### src/rtl/cop_fe_pkg.sv
package cop_fe_pkg;
  localparam int unsigned DATA_W = 32;
  localparam int unsigned HALF_W = DATA_W / 2;

  localparam int unsigned RDY_BIT   = 31;
  localparam int unsigned ASZ_BIT   = 22;
  localparam int unsigned RSZ_BIT   = 21;
  localparam int unsigned NARG_BIT  = 20;
  localparam int unsigned NRES_BIT  = 19;
  localparam int unsigned DMAW_BIT  = 18;
  localparam int unsigned DMAR_BIT  = 17;
  localparam int unsigned IEN_BIT   = 16;
  localparam int unsigned SCALE_LSB = 8;
  localparam int unsigned SCALE_W   = 3;
  localparam int unsigned PREC_LSB  = 4;
  localparam int unsigned PREC_W    = 4;
  localparam int unsigned FUNC_LSB  = 0;
  localparam int unsigned FUNC_W    = 4;

  typedef enum logic [1:0] {
    SEL_CTRL = 2'd0,
    SEL_ARG  = 2'd1,
    SEL_RES  = 2'd2,
    SEL_NONE = 2'd3
  } reg_sel_e;

  typedef struct packed {
    logic               arg_size;
    logic               res_size;
    logic               nargs;
    logic               nres;
    logic               dma_wr_en;
    logic               dma_rd_en;
    logic               irq_en;
    logic [SCALE_W-1:0] scale;
    logic [PREC_W-1:0]  precision;
    logic [FUNC_W-1:0]  func;
  } ctrl_t;

  localparam ctrl_t CTRL_RST = ctrl_t'(18'h00050);

  function automatic logic [DATA_W-1:0] pack_ctrl(ctrl_t c, logic rdy);
    logic [DATA_W-1:0] w;
    w = '0;
    w[RDY_BIT]  = rdy;
    w[ASZ_BIT]  = c.arg_size;
    w[RSZ_BIT]  = c.res_size;
    w[NARG_BIT] = c.nargs;
    w[NRES_BIT] = c.nres;
    w[DMAW_BIT] = c.dma_wr_en;
    w[DMAR_BIT] = c.dma_rd_en;
    w[IEN_BIT]  = c.irq_en;
    w[SCALE_LSB +: SCALE_W] = c.scale;
    w[PREC_LSB +: PREC_W]   = c.precision;
    w[FUNC_LSB +: FUNC_W]   = c.func;
    return w;
  endfunction

  function automatic ctrl_t unpack_ctrl(logic [DATA_W-1:0] w);
    ctrl_t c;
    c.arg_size  = w[ASZ_BIT];
    c.res_size  = w[RSZ_BIT];
    c.nargs     = w[NARG_BIT];
    c.nres      = w[NRES_BIT];
    c.dma_wr_en = w[DMAW_BIT];
    c.dma_rd_en = w[DMAR_BIT];
    c.irq_en    = w[IEN_BIT];
    c.scale     = w[SCALE_LSB +: SCALE_W];
    c.precision = w[PREC_LSB +: PREC_W];
    c.func      = w[FUNC_LSB +: FUNC_W];
    return c;
  endfunction
endpackage

### src/rtl/cop_fe_decode.sv
module cop_fe_decode
  import cop_fe_pkg::*;
#(
  parameter int unsigned ADDR_W = 4
) (
  input  logic              req_i,
  input  logic              we_i,
  input  logic [ADDR_W-1:0] addr_i,
  output reg_sel_e          sel_o,
  output logic              wr_ctrl_o,
  output logic              wr_arg_o,
  output logic              rd_res_o,
  output logic              rd_o
);
  localparam int unsigned IDX_W = ADDR_W - 2;

  logic [IDX_W-1:0] idx;
  logic             aligned;

  assign idx     = addr_i[ADDR_W-1:2];
  assign aligned = (addr_i[1:0] == 2'b00);

  always_comb begin
    sel_o = SEL_NONE;
    if (aligned) begin
      if (idx == IDX_W'(0))      sel_o = SEL_CTRL;
      else if (idx == IDX_W'(1)) sel_o = SEL_ARG;
      else if (idx == IDX_W'(2)) sel_o = SEL_RES;
    end
  end

  assign rd_o      = req_i && !we_i;
  assign wr_ctrl_o = req_i && we_i && (sel_o == SEL_CTRL);
  assign wr_arg_o  = req_i && we_i && (sel_o == SEL_ARG);
  assign rd_res_o  = rd_o && (sel_o == SEL_RES);
endmodule

### src/rtl/cop_fe_ctrl_reg.sv
module cop_fe_ctrl_reg
  import cop_fe_pkg::*;
(
  input  logic              clk_i,
  input  logic              rst_ni,
  input  logic              wr_i,
  input  logic [DATA_W-1:0] wdata_i,
  output ctrl_t             ctrl_o
);
  ctrl_t ctrl_q;

  // only named fields are stored; ready and reserved bits drop out in unpack
  always_ff @(posedge clk_i or negedge rst_ni) begin
    if (!rst_ni)   ctrl_q <= CTRL_RST;
    else if (wr_i) ctrl_q <= unpack_ctrl(wdata_i);
  end

  assign ctrl_o = ctrl_q;
endmodule

### src/rtl/cop_fe_result_seq.sv
module cop_fe_result_seq
  import cop_fe_pkg::*;
(
  input  logic              clk_i,
  input  logic              rst_ni,
  input  logic              res_valid_i,
  input  logic [DATA_W-1:0] res_primary_i,
  input  logic [DATA_W-1:0] res_secondary_i,
  input  logic              rd_i,
  input  logic              res_size_i,
  input  logic              nres_i,
  output logic              rdy_o,
  output logic [DATA_W-1:0] view_o
);
  logic [DATA_W-1:0] pri_q, sec_q, last_q;
  logic              rdy_q, ptr_q;
  logic              take, last_step;

  assign take      = rd_i && rdy_q;
  assign last_step = res_size_i || !nres_i || ptr_q;

  always_comb begin
    if (!rdy_q)          view_o = last_q;
    else if (res_size_i) view_o = {sec_q[HALF_W-1:0], pri_q[HALF_W-1:0]};
    else if (ptr_q)      view_o = sec_q;
    else                 view_o = pri_q;
  end

  always_ff @(posedge clk_i or negedge rst_ni) begin
    if (!rst_ni) begin
      pri_q <= '0;
      sec_q <= '0;
      rdy_q <= 1'b0;
      ptr_q <= 1'b0;
    end else if (res_valid_i) begin
      pri_q <= res_primary_i;
      sec_q <= res_secondary_i;
      rdy_q <= 1'b1;
      ptr_q <= 1'b0;
    end else if (take) begin
      if (last_step) begin
        rdy_q <= 1'b0;
        ptr_q <= 1'b0;
      end else begin
        ptr_q <= 1'b1;
      end
    end
  end

  always_ff @(posedge clk_i or negedge rst_ni) begin
    if (!rst_ni)   last_q <= '0;
    else if (take) last_q <= view_o;
  end

  assign rdy_o = rdy_q;
endmodule

### src/rtl/cop_result_frontend.sv
module cop_result_frontend
  import cop_fe_pkg::*;
#(
  parameter int unsigned ADDR_W = 4
) (
  input  logic              clk_i,
  input  logic              rst_ni,
  input  logic              req_i,
  input  logic              we_i,
  input  logic [ADDR_W-1:0] addr_i,
  input  logic [31:0]       wdata_i,
  output logic [31:0]       rdata_o,
  input  logic              res_valid_i,
  input  logic [31:0]       res_primary_i,
  input  logic [31:0]       res_secondary_i,
  output logic              arg_valid_o,
  output logic [31:0]       arg_data_o,
  output logic              irq_o,
  output logic              dma_rd_req_o
);
  reg_sel_e          sel;
  logic              wr_ctrl, wr_arg, rd_res, rd;
  ctrl_t             ctrl;
  logic              rdy;
  logic              res_size_w, nres_w;
  logic [DATA_W-1:0] res_view;

  cop_fe_decode #(.ADDR_W(ADDR_W)) u_dec (
    .req_i    (req_i),
    .we_i     (we_i),
    .addr_i   (addr_i),
    .sel_o    (sel),
    .wr_ctrl_o(wr_ctrl),
    .wr_arg_o (wr_arg),
    .rd_res_o (rd_res),
    .rd_o     (rd)
  );

  cop_fe_ctrl_reg u_ctrl (
    .clk_i  (clk_i),
    .rst_ni (rst_ni),
    .wr_i   (wr_ctrl),
    .wdata_i(wdata_i),
    .ctrl_o (ctrl)
  );

  assign res_size_w = ctrl.res_size;
  assign nres_w     = ctrl.nres;

  cop_fe_result_seq u_seq (
    .clk_i          (clk_i),
    .rst_ni         (rst_ni),
    .res_valid_i    (res_valid_i),
    .res_primary_i  (res_primary_i),
    .res_secondary_i(res_secondary_i),
    .rd_i           (rd_res),
    .res_size_i     (res_size_w),
    .nres_i         (nres_w),
    .rdy_o          (rdy),
    .view_o         (res_view)
  );

  always_comb begin
    rdata_o = '0;
    if (rd) begin
      unique case (sel)
        SEL_CTRL: rdata_o = pack_ctrl(ctrl, rdy);
        SEL_RES:  rdata_o = res_view;
        default:  rdata_o = '0;
      endcase
    end
  end

  always_ff @(posedge clk_i or negedge rst_ni) begin
    if (!rst_ni) begin
      arg_valid_o <= 1'b0;
      arg_data_o  <= '0;
    end else begin
      arg_valid_o <= wr_arg;
      if (wr_arg) arg_data_o <= wdata_i;
    end
  end

  assign irq_o        = rdy && ctrl.irq_en;
  assign dma_rd_req_o = rdy && ctrl.dma_rd_en;
endmodule

### config.mk
export PLATFORM = sky130hd
export DESIGN_NAME = cop_result_frontend
export DESIGN_NICKNAME = d
export VERILOG_FILES = /design/src/rtl/cop_fe_pkg.sv /design/src/rtl/cop_fe_decode.sv /design/src/rtl/cop_fe_ctrl_reg.sv /design/src/rtl/cop_fe_result_seq.sv /design/src/rtl/cop_result_frontend.sv
export SDC_FILE = /design/constraint.sdc
export NUM_CORES = 1
export LEC_CHECK = 0
export ABC_CLOCK_PERIOD_IN_PS = 2550
export BUFFER_PORTS_ARGS = -buffer_cell sky130_fd_sc_hd__buf_4
export CORE_MARGIN = 5
export CORE_UTILIZATION = 55
export CTS_CLUSTER_SIZE = 24
export DETAILED_ROUTE_END_ITERATION = 10
export PLACE_DENSITY = 0.82
export REMOVE_ABC_BUFFERS = 1
export SETUP_SLACK_MARGIN = 0.02
export SYNTH_ARGS = -nofsm -noshare
export SYNTH_HDL_FRONTEND = slang
export SYNTH_SLANG_ARGS = --single-unit
### constraint.sdc
create_clock -name clk_i -period 2.55 [get_ports clk_i]
set_input_delay 0.255 -clock clk_i [delete_from_list [all_inputs] [get_ports clk_i]]
set_output_delay 0.255 -clock clk_i [all_outputs]
set_load 0.01 [all_outputs]
======== After elaboration in Yosys (flattened, before gate mapping) ========
Index checks and enable logic that the tools add are counted.
cells by class
  add/subtract/negate cells ............... 0
  multiply operators ...................... 0
  div/mod/pow operators ................... 0
  magnitude comparators ................... 0
  equal/unequal tests ..................... 4
  shift operators ......................... 0
  multiplexer cells ....................... 15
  bitwise gates (word level) .............. 0
  reduce and logical (&&, ||, !) cells .... 18
operator list
  operator                                                                count
  32-bit two-way mux                                                      4
  32-bit case mux with 2 select lines                                     1
  1-bit logical AND                                                       8
  1-bit two-way mux                                                       7
  2-bit logical NOT                                                       3
  2-bit two-way mux                                                       3
  2-bit by 1-bit equality test with 1-bit output (second input constant)  2
  2-bit equality test (second input constant)                             2
  2-bit nonzero test                                                      2
  1-bit logical NOT                                                       2
  1-bit logical OR                                                        2
  2-bit AND reduction                                                     1
storage, ports and cells
  register bits after elaboration ......... 149
  latch bits .............................. 0
  RAM bits ................................ 0
  ROM bits ................................ 0
  input port bits ......................... 105
  logic and storage cells ................. 54
  memories kept ........................... 0

======== Depth between registers and ports, before layout ========
  depth after elaboration ................. 10
  mapped depth ............................ 7

======== Hierarchy ========
A second synthesis with hierarchy kept.
second synthesis, totals
  cell total of the unflattened synthesis .. 585
  area total of the unflattened synthesis .. 7101.8 µm²
modules (own cells, without submodules)
  module               times used  cells an instance  area an instance (µm²)  seq. area each (µm²)
  cop_fe_result_seq    1           410                4540.6                  2452.4
  cop_result_frontend  1           129                1778.0                  825.8
  cop_fe_ctrl_reg      1           38                 724.4                   452.9
  cop_fe_decode        1           8                  58.8                    0.0

======== Worst setup path before layout ========
Ideal clock, no wire load.
  path kind ............................... reg-to-output
  start ................................... reg u_ctrl.ctrl_q, in the netlist u_ctrl.ctrl_o[16]
  end ..................................... out rdata_o[11]
  data arrival time ....................... 1464 ps
  setup slack ............................. 831 ps
  cell stages (with the launch flop) ...... 7
  path buffers ............................ 3
  cell sequence ........................... dfrtp_1 > buf_4 > nand2b_1 > buf_2 > buf_4 > mux2i_1 > a211oi_1
between the ends
  cells in the longest elaborated chain, start to end .. 4
RTL lines
  element                              line                       text
  from (decl)                          cop_fe_ctrl_reg.sv:10      ctrl_t ctrl_q;
  from (signal assigned)               cop_fe_ctrl_reg.sv:15      else if (wr_i) ctrl_q <= unpack_ctrl(wdata_i);
  32-bit two-way mux                   cop_fe_result_seq.sv:24    else if (res_size_i) view_o = {sec_q[HALF_W-1:0], pri_q[HALF_W-1:0]};
  32-bit two-way mux                   cop_fe_result_seq.sv:23    if (!rdy_q) view_o = last_q;
  32-bit case mux with 2 select lines  cop_result_frontend.sv:66  unique case (sel)
  32-bit two-way mux                   cop_result_frontend.sv:65  if (rd) begin
  to (decl)                            cop_result_frontend.sv:12  output logic [31:0] rdata_o,
Every way passes these cells.

======== Worst setup path in the final report ========
  start ................................... reg u_ctrl.ctrl_q, in the netlist u_ctrl.ctrl_o[16]
  end ..................................... out rdata_o[0]
Same word-level chain as after synthesis.

==> impl_metrics.ini <==
[status]
status = finished, final reports clean

[power_and_ir_drop]
pwr_density_cell_nw_per_um2 = 779
p_leak_nw = 4.10
peakVddDrop_uv = 379

[clock_tree]
cts_tree = done
clock_path_buffers = 2
cts_buffers = 17
clock-sinks = 149
htree_levels = 4
cts_root_buf = clkbuf_16
post_cts_buffers = 0
clk_pin_slew_ns = 0.06
insertion_delay_ns = 0.42

[setup_path]
worst_ep_required_time_ns = 2.30
critPathArrivalTime_ns = 2.19
crit_family = flip-flops
crit_path_frequent_cell = buf_4
end_kind = output pin
reg2reg_slack_ns = 0.83
cp_max_fo = 10
slowest_delay_ns = 0.53
cp_cell_sequence = nand2b_1 -> buf_4 -> mux2i_1 -> a2bb2oi_1 -> a21oi_1 -> buf_4
startpoint = u_ctrl.ctrl_o[16]
crit_buf_inv = 2
crit_path_top_delay_cell = dfrtp_1
critPathLaunchType = register
worstSetupPathType = reg2out
rr_startpoint = u_seq.rdy_o

[drt]
dr.pass1.iters = 6
viasPerCell = 5.59
ant_nets = 0
num_vias = 4823
avgRoutedWirePerCell_um = 19.1
drt_wl_total_um = 16500
drt-initial-drc-count = 302
drc_errors = 0

[die]
core_um2 = 11900
fp-row-count = 40
die_h_um = 120
die_area_um2 = 14300
num_io_pins = 172
fp.dieW_um = 120
initial_core_util_pct = 55.5

[sta]
clock.fmax_mhz = 409
hold_violations = 0
relSlewSlack_pct = 28.6
min_period_ns = 2.44
drv_slew = 0
setup_viol = 0
tns_ns = 0
rsz0062_at_grt = false
fin_crit_sh_pct = 95.8
fin_worst_skew_ns = 0.00942
finalWorstSetupSlack_ns = 0.107
hold_ws_ns = 0.0681
worst_pin_slew_ns = 1.07

[min_path]
hold_path_startpoint = res_primary_i[29]
hold_class = in2reg

[global_routing]
gr-total-overflow = 0
grt_pass1_vias = 5175
grt_pass1_wl_um = 26900
grt_max_degree = 67
grt_util_all_layers_pct = 24.0
antenna_found_initial = 0

[cells_and_area]
area_growth_pct = 31.7
final_common_cell = buf_4
antenna_cells = 0
final.fill_count = 824
mostFrequentLayoutCells = buf_4 (184), dfrtp_1 (147), mux2_2 (133)
drive_gt1_share_pct = 49.7
register_area_um2 = 3730
final_net_count = 808
multi_input_area_um2 = 2690
final_cell_area_um2 = 8700

[placement]
portBuffers = 171
placed_area_um2 = 8020
hpwlAfterDp_um = 11600
gp_congestion = 0.786
dp_worst_setup_slack_ns = 0.316

[logic_synthesis]
synth-edff-count = 0
synth_top_cell_by_area = dfrtp_1
synthArstFlopShare_pct = 100
synth.avg_cell_area_um2 = 12.4
synth_top_cell_area_share_pct = 55.7
synth-seq-area-share_pct = 56.5
synth_cell_type_count = 30
syn_area_um2 = 6610
ys_seq_elements = 149
ys_warn_count = 0
ys.flop_type = dfrtp_1
syn_inst = 533
ys_top_cells_by_area = dfrtp_1 (56%), mux2_2 (23%), nand2_1 (2.5%)

[run]
cap_violations = 0
-- synth_stat cells, drive strengths merged (7+ instances only) --
| cell type | instances |
|---|---|
| nand2 | 44 |
| dfrtp | 147 |
| o22ai | 13 |
| o21ai | 27 |
| nor2 | 29 |
| clkbuf | 16 |
| nand3 | 7 |
| nor3 | 9 |
| mux2 | 133 |
| buf | 20 |
| nand2b | 9 |
| nand3b | 7 |
| mux2i | 12 |
| a21oi | 24 |
-- logic make-up after synthesis --
group / after synthesis / share of synthesized area [%]
flip-flops: 149 / 56.5
AND/OR/NAND/NOR: 117 / 8.73
buffers and inverters: 38 / 2.88
multiplexers: 145 / 24.5
AO/OA/AOI/OAI: 84 / 7.42
-- path summary, 6_finish.rpt --
check	endpoint	depth (start not counted)
max	rdata_o[0]	6
min	u_seq.pri_q[29]	2
max reg2reg	u_seq.last_q[4]	5
min reg2reg	u_seq.last_q[3]	2
max in group asynchronous	u_ctrl.ctrl_o[4]	3
min in group asynchronous	u_seq.sec_q[17]	2
-- layer usage --
metal	share of wire (%)	track usage [%]	up-vias
met1	41	30.3	2393
met2	51	40.7	180
met4	1.6	8.16	0
li1	-	-	2230
met3	5.7	5.51	20
met5	0	0	-
-- report_power, final --
group	internal, W	leakage (nW)	total (W)	switching (W)
clock network	0.00184	0.317	0.00276	0.000922
logic	0.000585	1.96	0.00105	0.000469
registers	0.00275	1.82	0.00297	0.000219
total	0.00517	4.10	0.00678	0.00161
-- cell type report --
type                       count  area share, %
clock inverter                 8           1.96
sequential                   149           42.9
timing repair buffer         187           16.4
inverter                       2         0.0863
tap                          147           2.11
multi-input combinational    346           31.0
clock buffer                  24           5.65
-- metrics by stage --
step | utilization (%) | total power, W | std cells
5_1_grt | 73.0 | 0.00708 | 863
4_1_cts | 73.0 | 0.00682 | 863
6_report | 73.0 | 0.00678 | 863
3_3_place_gp | 67.3 | 0.00399 | 830
3_5_place_dp | 67.3 | 0.00405 | 830
2_1_floorplan | - | 0.00349 | 497
-- sequential cells by signal (all words and copies together), names as in the netlist --
signal / flops
u_seq.rdy_o: 1
u_seq.pri_q: 32
u_seq.ptr_q: 1
arg_valid_o: 1
u_seq.last_q: 32
u_ctrl.ctrl_o: 18
arg_data_o: 32
u_seq.sec_q: 32
-- repair_timing --
item                                    4_1_cts  5_1_grt
endpoints found under the hold margin        55        0
resized for setup                             0        3
endpoints found under the setup margin        0        5
hold buffers                                  1        0
Note: power is estimated with default switching activity, not from simulation.
